## src/rtl/coh_pkg.sv

```systemverilog
package coh_pkg;
  typedef struct packed {
    logic vld;
    logic uniq;
    logic own;
    logic dty;
  } line_flags_t;

  localparam logic [1:0] OP_LOAD  = 2'd0;
  localparam logic [1:0] OP_STORE = 2'd1;
  localparam logic [1:0] OP_FREE  = 2'd2;

  localparam logic [1:0] RD_SHARED  = 2'd0;
  localparam logic [1:0] RD_UNIQUE  = 2'd1;
  localparam logic [1:0] RD_UPGRADE = 2'd2;

  localparam logic WR_WBINV = 1'b0;
  localparam logic WR_EVICT = 1'b1;

  localparam logic [1:0] RSP_OK   = 2'd0;
  localparam logic [1:0] RSP_ERR  = 2'd1;
  localparam logic [1:0] RSP_DATA = 2'd2;

  localparam logic PRB_INV = 1'b0;
  localparam logic PRB_SHR = 1'b1;
endpackage

```

## src/rtl/coh_req_decode.sv

```systemverilog
module coh_req_decode
  import coh_pkg::*;
(
  input  logic [1:0]  op,
  input  line_flags_t cur,
  output logic        rd_go,
  output logic [1:0]  rd_op,
  output logic        wr_go,
  output logic        wr_op,
  output logic        upd_en,
  output line_flags_t upd_flags
);
  always_comb begin
    rd_go     = 1'b0;
    rd_op     = RD_SHARED;
    wr_go     = 1'b0;
    wr_op     = WR_EVICT;
    upd_en    = 1'b0;
    upd_flags = cur;
    unique case (op)
      OP_LOAD: begin
        if (!cur.vld) begin
          rd_go = 1'b1;
          rd_op = RD_SHARED;
        end
      end
      OP_STORE: begin
        if (!cur.vld) begin
          rd_go = 1'b1;
          rd_op = RD_UNIQUE;
        end else if (!cur.uniq) begin
          rd_go = 1'b1;
          rd_op = RD_UPGRADE;
        end else begin
          upd_en        = 1'b1;
          upd_flags.dty = 1'b1;
        end
      end
      OP_FREE: begin
        if (cur.vld) begin
          wr_go     = 1'b1;
          wr_op     = (cur.own && cur.dty) ? WR_WBINV : WR_EVICT;
          upd_en    = 1'b1;
          upd_flags = '0;
        end
      end
      default: ;
    endcase
  end
endmodule

```

## src/rtl/coh_line_bank.sv

```systemverilog
module coh_line_bank
  import coh_pkg::*;
#(
  parameter int LINES = 4,
  localparam int IDX_W = $clog2(LINES)
) (
  input  logic                    clk,
  input  logic                    rst_n,
  input  logic                    acc,
  input  logic [IDX_W-1:0]        acc_idx,
  input  logic                    acc_rd_go,
  input  logic [1:0]              acc_rd_op,
  input  logic                    acc_upd_en,
  input  line_flags_t             acc_upd_flags,
  input  logic                    rsp_valid,
  input  logic [IDX_W-1:0]        rsp_idx,
  input  logic [1:0]              rsp_kind,
  input  logic [2:0]              rsp_flags,
  input  logic                    prb_valid,
  input  logic [IDX_W-1:0]        prb_idx,
  input  logic                    prb_kind,
  output line_flags_t [LINES-1:0] flags,
  output logic [LINES-1:0]        busy
);
  for (genvar i = 0; i < LINES; i++) begin : g_line
    line_flags_t f_q, f_n;
    logic        busy_q, busy_n;
    logic [1:0]  pend_q, pend_n;
    logic        weak_q, weak_n;
    logic        hit_acc, hit_rsp, hit_prb;

    assign hit_acc = acc && (acc_idx == IDX_W'(i));
    assign hit_rsp = rsp_valid && busy_q && (rsp_idx == IDX_W'(i));
    assign hit_prb = prb_valid && (prb_idx == IDX_W'(i));

    always_comb begin
      f_n    = f_q;
      busy_n = busy_q;
      pend_n = pend_q;
      weak_n = weak_q;
      if (hit_prb) begin
        if (prb_kind == PRB_INV) f_n = '0;
        else                     f_n.uniq = 1'b0;
        if (busy_q && pend_q == RD_UPGRADE) weak_n = 1'b1;
      end
      if (hit_acc) begin
        if (acc_rd_go) begin
          busy_n = 1'b1;
          pend_n = acc_rd_op;
          weak_n = 1'b0;
        end
        if (acc_upd_en) f_n = acc_upd_flags;
      end
      if (hit_rsp) begin
        busy_n = 1'b0;
        unique case (rsp_kind)
          RSP_ERR:  f_n = '0;
          RSP_DATA: begin
            f_n.vld  = 1'b1;
            f_n.uniq = rsp_flags[2] || (pend_q == RD_UNIQUE);
            f_n.own  = rsp_flags[1] || (pend_q == RD_UNIQUE);
            f_n.dty  = rsp_flags[0];
          end
          RSP_OK: begin
            if (pend_q == RD_UPGRADE && !weak_n) begin
              f_n.vld  = 1'b1;
              f_n.uniq = 1'b1;
              f_n.own  = 1'b1;
            end
          end
          default: ;
        endcase
      end
    end

    always_ff @(posedge clk or negedge rst_n) begin
      if (!rst_n) begin
        f_q    <= '0;
        busy_q <= 1'b0;
        pend_q <= RD_SHARED;
        weak_q <= 1'b0;
      end else begin
        f_q    <= f_n;
        busy_q <= busy_n;
        pend_q <= pend_n;
        weak_q <= weak_n;
      end
    end

    assign flags[i] = f_q;
    assign busy[i]  = busy_q;
  end
endmodule

```

## src/rtl/coh_line_ctrl.sv

```systemverilog
module coh_line_ctrl
  import coh_pkg::*;
#(
  parameter int LINES = 4,
  localparam int IDX_W = $clog2(LINES)
) (
  input  logic               clk,
  input  logic               rst_n,
  input  logic               req_valid,
  output logic               req_ready,
  input  logic [IDX_W-1:0]   req_idx,
  input  logic [1:0]         req_op,
  output logic               rd_cmd_valid,
  input  logic               rd_cmd_ready,
  output logic [IDX_W-1:0]   rd_cmd_idx,
  output logic [1:0]         rd_cmd_op,
  input  logic               rd_rsp_valid,
  input  logic [IDX_W-1:0]   rd_rsp_idx,
  input  logic [1:0]         rd_rsp_kind,
  input  logic [2:0]         rd_rsp_flags,
  output logic               wr_cmd_valid,
  input  logic               wr_cmd_ready,
  output logic [IDX_W-1:0]   wr_cmd_idx,
  output logic               wr_cmd_op,
  input  logic               prb_valid,
  input  logic [IDX_W-1:0]   prb_idx,
  input  logic               prb_kind,
  output logic               err_valid,
  output logic [IDX_W-1:0]   err_idx,
  output logic [4*LINES-1:0] flags_o
);
  line_flags_t [LINES-1:0] flags_arr;
  logic [LINES-1:0]        busy_vec;
  logic                    req_fire;
  logic                    dec_rd_go, dec_wr_go, dec_wr_op, dec_upd_en;
  logic [1:0]              dec_rd_op;
  line_flags_t             dec_upd_flags;

  logic             rdv_q, rdv_n, wrv_q, wrv_n, wro_q, wro_n, errv_q, errv_n;
  logic [IDX_W-1:0] rdi_q, rdi_n, wri_q, wri_n, erri_q, erri_n;
  logic [1:0]       rdo_q, rdo_n;

  assign req_ready = !busy_vec[req_idx] && !rdv_q && !wrv_q;
  assign req_fire  = req_valid && req_ready;

  coh_req_decode u_dec (
    .op        (req_op),
    .cur       (flags_arr[req_idx]),
    .rd_go     (dec_rd_go),
    .rd_op     (dec_rd_op),
    .wr_go     (dec_wr_go),
    .wr_op     (dec_wr_op),
    .upd_en    (dec_upd_en),
    .upd_flags (dec_upd_flags)
  );

  coh_line_bank #(.LINES(LINES)) u_bank (
    .clk           (clk),
    .rst_n         (rst_n),
    .acc           (req_fire),
    .acc_idx       (req_idx),
    .acc_rd_go     (dec_rd_go),
    .acc_rd_op     (dec_rd_op),
    .acc_upd_en    (dec_upd_en),
    .acc_upd_flags (dec_upd_flags),
    .rsp_valid     (rd_rsp_valid),
    .rsp_idx       (rd_rsp_idx),
    .rsp_kind      (rd_rsp_kind),
    .rsp_flags     (rd_rsp_flags),
    .prb_valid     (prb_valid),
    .prb_idx       (prb_idx),
    .prb_kind      (prb_kind),
    .flags         (flags_arr),
    .busy          (busy_vec)
  );

  always_comb begin
    rdv_n = rdv_q;  rdi_n = rdi_q;  rdo_n = rdo_q;
    wrv_n = wrv_q;  wri_n = wri_q;  wro_n = wro_q;
    if (rdv_q && rd_cmd_ready) rdv_n = 1'b0;
    if (wrv_q && wr_cmd_ready) wrv_n = 1'b0;
    if (req_fire && dec_rd_go) begin
      rdv_n = 1'b1;  rdi_n = req_idx;  rdo_n = dec_rd_op;
    end
    if (req_fire && dec_wr_go) begin
      wrv_n = 1'b1;  wri_n = req_idx;  wro_n = dec_wr_op;
    end
    errv_n = rd_rsp_valid && busy_vec[rd_rsp_idx] && (rd_rsp_kind == RSP_ERR);
    erri_n = errv_n ? rd_rsp_idx : erri_q;
  end

  always_ff @(posedge clk or negedge rst_n) begin
    if (!rst_n) begin
      rdv_q  <= 1'b0;  rdi_q <= '0;  rdo_q <= RD_SHARED;
      wrv_q  <= 1'b0;  wri_q <= '0;  wro_q <= WR_WBINV;
      errv_q <= 1'b0;  erri_q <= '0;
    end else begin
      rdv_q  <= rdv_n;  rdi_q <= rdi_n;  rdo_q <= rdo_n;
      wrv_q  <= wrv_n;  wri_q <= wri_n;  wro_q <= wro_n;
      errv_q <= errv_n; erri_q <= erri_n;
    end
  end

  assign rd_cmd_valid = rdv_q;
  assign rd_cmd_idx   = rdi_q;
  assign rd_cmd_op    = rdo_q;
  assign wr_cmd_valid = wrv_q;
  assign wr_cmd_idx   = wri_q;
  assign wr_cmd_op    = wro_q;
  assign err_valid    = errv_q;
  assign err_idx      = erri_q;
  assign flags_o      = flags_arr;
endmodule

```

## config.mk

```make
export PLATFORM = sky130hd
export DESIGN_NAME = coh_line_ctrl
export DESIGN_NICKNAME = d
export VERILOG_FILES = /design/src/rtl/coh_pkg.sv /design/src/rtl/coh_req_decode.sv /design/src/rtl/coh_line_bank.sv /design/src/rtl/coh_line_ctrl.sv
export SDC_FILE = /design/constraint.sdc
export NUM_CORES = 1
export LEC_CHECK = 0
export BUFFER_PORTS_ARGS = -buffer_cell sky130_fd_sc_hd__buf_2
export CAP_MARGIN = 15
export CORE_AREA = 2 2 106 108
export DETAILED_ROUTE_END_ITERATION = 10
export DIE_AREA = 0 0 108 110
export SETUP_SLACK_MARGIN = 0.02
export SYNTH_ARGS = -nofsm -noshare
export SYNTH_HDL_FRONTEND = slang
export SYNTH_SLANG_ARGS = --single-unit
export TNS_END_PERCENT = 20
```

## constraint.sdc

```tcl
create_clock -name clk -period 2.2 [get_ports clk]
set_clock_uncertainty 0.15 [all_clocks]
set_input_delay 0.33 -clock clk [delete_from_list [all_inputs] [get_ports clk]]
set_output_delay 0.33 -clock clk [all_outputs]
set_load 0.005 [all_outputs]
```

==> impl_metrics.toml <==
[layout]
finalCoreUtilization_pct = 37.2
instances_no_fill = 551
syn_to_final_growth_pct = 34.4
drive_above_1_share_pct = 39.2
final_cell_mix = "buf_4 (53), buf_2 (49), dfrtp_1 (44)"
antennaDiodeCount = 0
nNetsFinal = 438
mostFrequentLayoutCell = "buf_4"

[route]
routedWlPerCell_um = 17.7
dr.pass1.iters = 4
drc = 0
vias = 2908
first_iter_violations = 178
drt_wl_total_um = 9780
vias_per_cell = 5.28
ant_nets = 0

[place]
place_inst = 540
dp_hpwl_um = 7690
io_buffers = 49
gp_congestion = 0.926

[floorplanning]
num_rows = 38
start_util_pct = 27.7
fp.coreArea_um2 = 10700
dieArea_um2 = 11900
dieWidth_um = 108
die_h_um = 110
ioPinCount = 50

[synth]
ys.warnings.count = 0
synthFlopType = "dfrtp_1"
syn_avg_cell_area_um2 = 9.80
synth-seq-cells = 44
synth_cells = 302
synth-edff-count = 0
netlist_area_um2 = 2960
synth.distinct_cells = 66
synthesis.nets = 330
seq_area_frac_synth_pct = 37.2
synthArstFlopShare_pct = 100

[power_and_ir_drop]
power_mw = 2.70
power_leakage_nw = 1.83
p_per_area_nw_per_um2 = 680
ir_drop_mv = 0.252

[timing]
finalCritPeriodShare_pct = 99.0
fin_crit_ps = 2180
relSlewSlack_pct = 61.9
fmax_mhz = 459
hold_viol_final = 0
tightest_slew_ps = 571
rsz0062_at_grt = "yes"
slew_viol_final = 0
setup_viol = 0
whs_ps = 36.3

[worst_setup_path]
startpoint_type = "flip-flop"
crit_arrival_ps = 2230
required_ps = 2250
critPathKind = "flip-flop to flip-flop"
cp_max_fo = 5
cp-end-kind = "flip-flop"

[grt]
grt_max_degree = 45
grt_use_total_pct = 17.3
antenna_found_initial = 0
grt_first_pass_wirelength_um = 15700
grt_pass1_vias = 3026
gr-total-overflow = 0

[cts]
htreeDepth = 2
cts_root_buf = "clkbuf_8"
cts_made_buffers = 5
path_clk_slew_ps = 100
clock_latency_ps = 310
cts_num_sinks = 44
cts_tree = "yes"
cts_buffer_depth = 2

[worst_hold_path]
hp-class = "input pin to flip-flop"

[outcome]
status = "completed"

[run]
maxCapViolations = 0
## routing by layer
| layer | GRT usage (%) | wire, um | vias up | part of all wire, % |
|---|---|---|---|---|
| met2 | 28.6 | 4700 | 115 | 48 |
| met3 | 4.06 | 645 | 21 | 6.6 |
| met4 | 7.33 | 245 | 0 | 2.5 |
| met1 | 21.6 | 4190 | 1418 | 43 |
| li1 | - | - | 1354 | - |
| met5 | 0 | 0 | - | 0 |
## worst max-delay path, cell delays in order (launching register included)
cell and delay, ps:
dfrtp_1 430, mux4_2 620, and2_4 210, and3_4 180, o211a_1 230, a221oi_2 260
## state kept, by name (all words and copies together), names as in the netlist
signal                flops
err_idx                   2
rd_cmd_valid              1
u_bank.g_line.weak_q      4
wr_cmd_idx                2
u_bank.flags             16
err_valid                 1
u_bank.g_line.busy_q      4
rd_cmd_idx                2
rd_cmd_op                 2
u_bank.g_line.pend_q      8
wr_cmd_op                 1
wr_cmd_valid              1
## synthesized netlist by cell type, types with 2 or more instances
cell type	count	area, um^2
nand4_2	2	25.0
mux2i_1	2	20.0
mux2_2	11	124
a41oi_1	3	26.3
buf_6	3	33.8
and3_4	2	22.5
nand2_1	31	116
mux2_1	3	33.8
a211oi_1	4	30.0
buf_2	2	10.0
o211a_1	3	30.0
nor2_4	2	22.5
a2bb2oi_1	3	26.3
and3_1	2	12.5
nand3_1	5	25.0
inv_1	18	67.6
a21o_1	4	30.0
o21a_1	6	45.0
dfrtp_1	44	1100
nand2b_1	14	87.6
mux4_2	5	113
o311a_1	3	30.0
ha_1	7	87.6
a31oi_1	4	25.0
and3b_1	2	17.5
a2111oi_2	2	30.0
clkbuf_1	2	7.51
and4b_1	2	20.0
nor3_2	2	20.0
nand3b_1	4	30.0
o21ai_0	21	105
nor2_1	16	60.1
nor4b_1	2	17.5
a21oi_1	8	40.0
nor2b_1	7	43.8
o21ai_1	5	25.0
a21oi_4	2	32.5
nor3b_1	3	22.5
nand4_1	8	50.1
nor3_1	5	25.0
o211ai_1	3	22.5
## cells by family (layout without fill, tap and decap cells)
kind of cell             count (synthesis)  count (layout)  synth area share, %
multiplexers                            21              22                 9.81
buffers and inverters                   25             133                 4.02
adder cells (fa/ha/maj)                  7               7                 2.96
flip-flops                              44              44                 37.2
AND/OR/NAND/NOR                        119             119                 23.9
AO/OA/AOI/OAI                           86              86                 22.1
## report_power, final
part           internal [mW]  total [mW]  switching, mW  leakage [nW]
clock                  0.256       0.553          0.298        0.0445
combinational          0.516        1.03          0.518          1.19
sequential             0.983        1.12          0.135         0.590
## cell type report
class / instances / area (um^2)
clock buffers: 7 / 86.3
clock inverters: 1 / 7.51
fillers: 1089 / 6720
inverters: 18 / 67.6
multi-input cells: 234 / 1830
flip-flops and latches: 44 / 1100
well taps: 140 / 175
repair buffers: 107 / 707
## metrics by stage
stage                     instance area, um^2  setup slack, ps  setup TNS, ps
after floorplan                          2960              102              0
after detailed placement                 3760             -225          -2880
after CTS                                3890             7.05              0
after global routing                     3980            -67.8           -357
after global placement                   3760             -189          -2230
final                                    3980             21.4              0
## path summary, 6_finish.rpt
| check | from | end | slack (ps) | depth (start not counted) |
|---|---|---|---|---|
| worst max-delay path | u_bank.flags[11]$_DFF_PN0_ | u_bank.flags[11]$_DFF_PN0_ | 20 | 5 |
| worst max register to register | u_bank.flags[11]$_DFF_PN0_ | u_bank.flags[11]$_DFF_PN0_ | 20 | 5 |
| max in group asynchronous | rst_n | u_bank.g_line[0].pend_q[0]$_DFFE_PN0P_ | 1010 | 3 |
| min in group asynchronous | rst_n | u_bank.flags[5]$_DFF_PN0_ | 470 | 3 |
| worst min-delay path | rd_cmd_ready | rd_cmd_valid$_DFFE_PN0P_ | 40 | 2 |
| worst min register to register | err_idx[0]$_DFFE_PN0P_ | err_idx[0]$_DFFE_PN0P_ | 330 | 2 |
## repair_timing
action | in CTS | in global routing
setup endpoints to repair | 6 | 23
buffers inserted | 0 | 1
cloned | 1 | 0
gates resized for setup | 1 | 16
hold buffers | 1 | 0
endpoints found under the hold margin | 44 | 0
pin swaps | 0 | 11
Note: power is estimated with default switching activity, not from simulation.
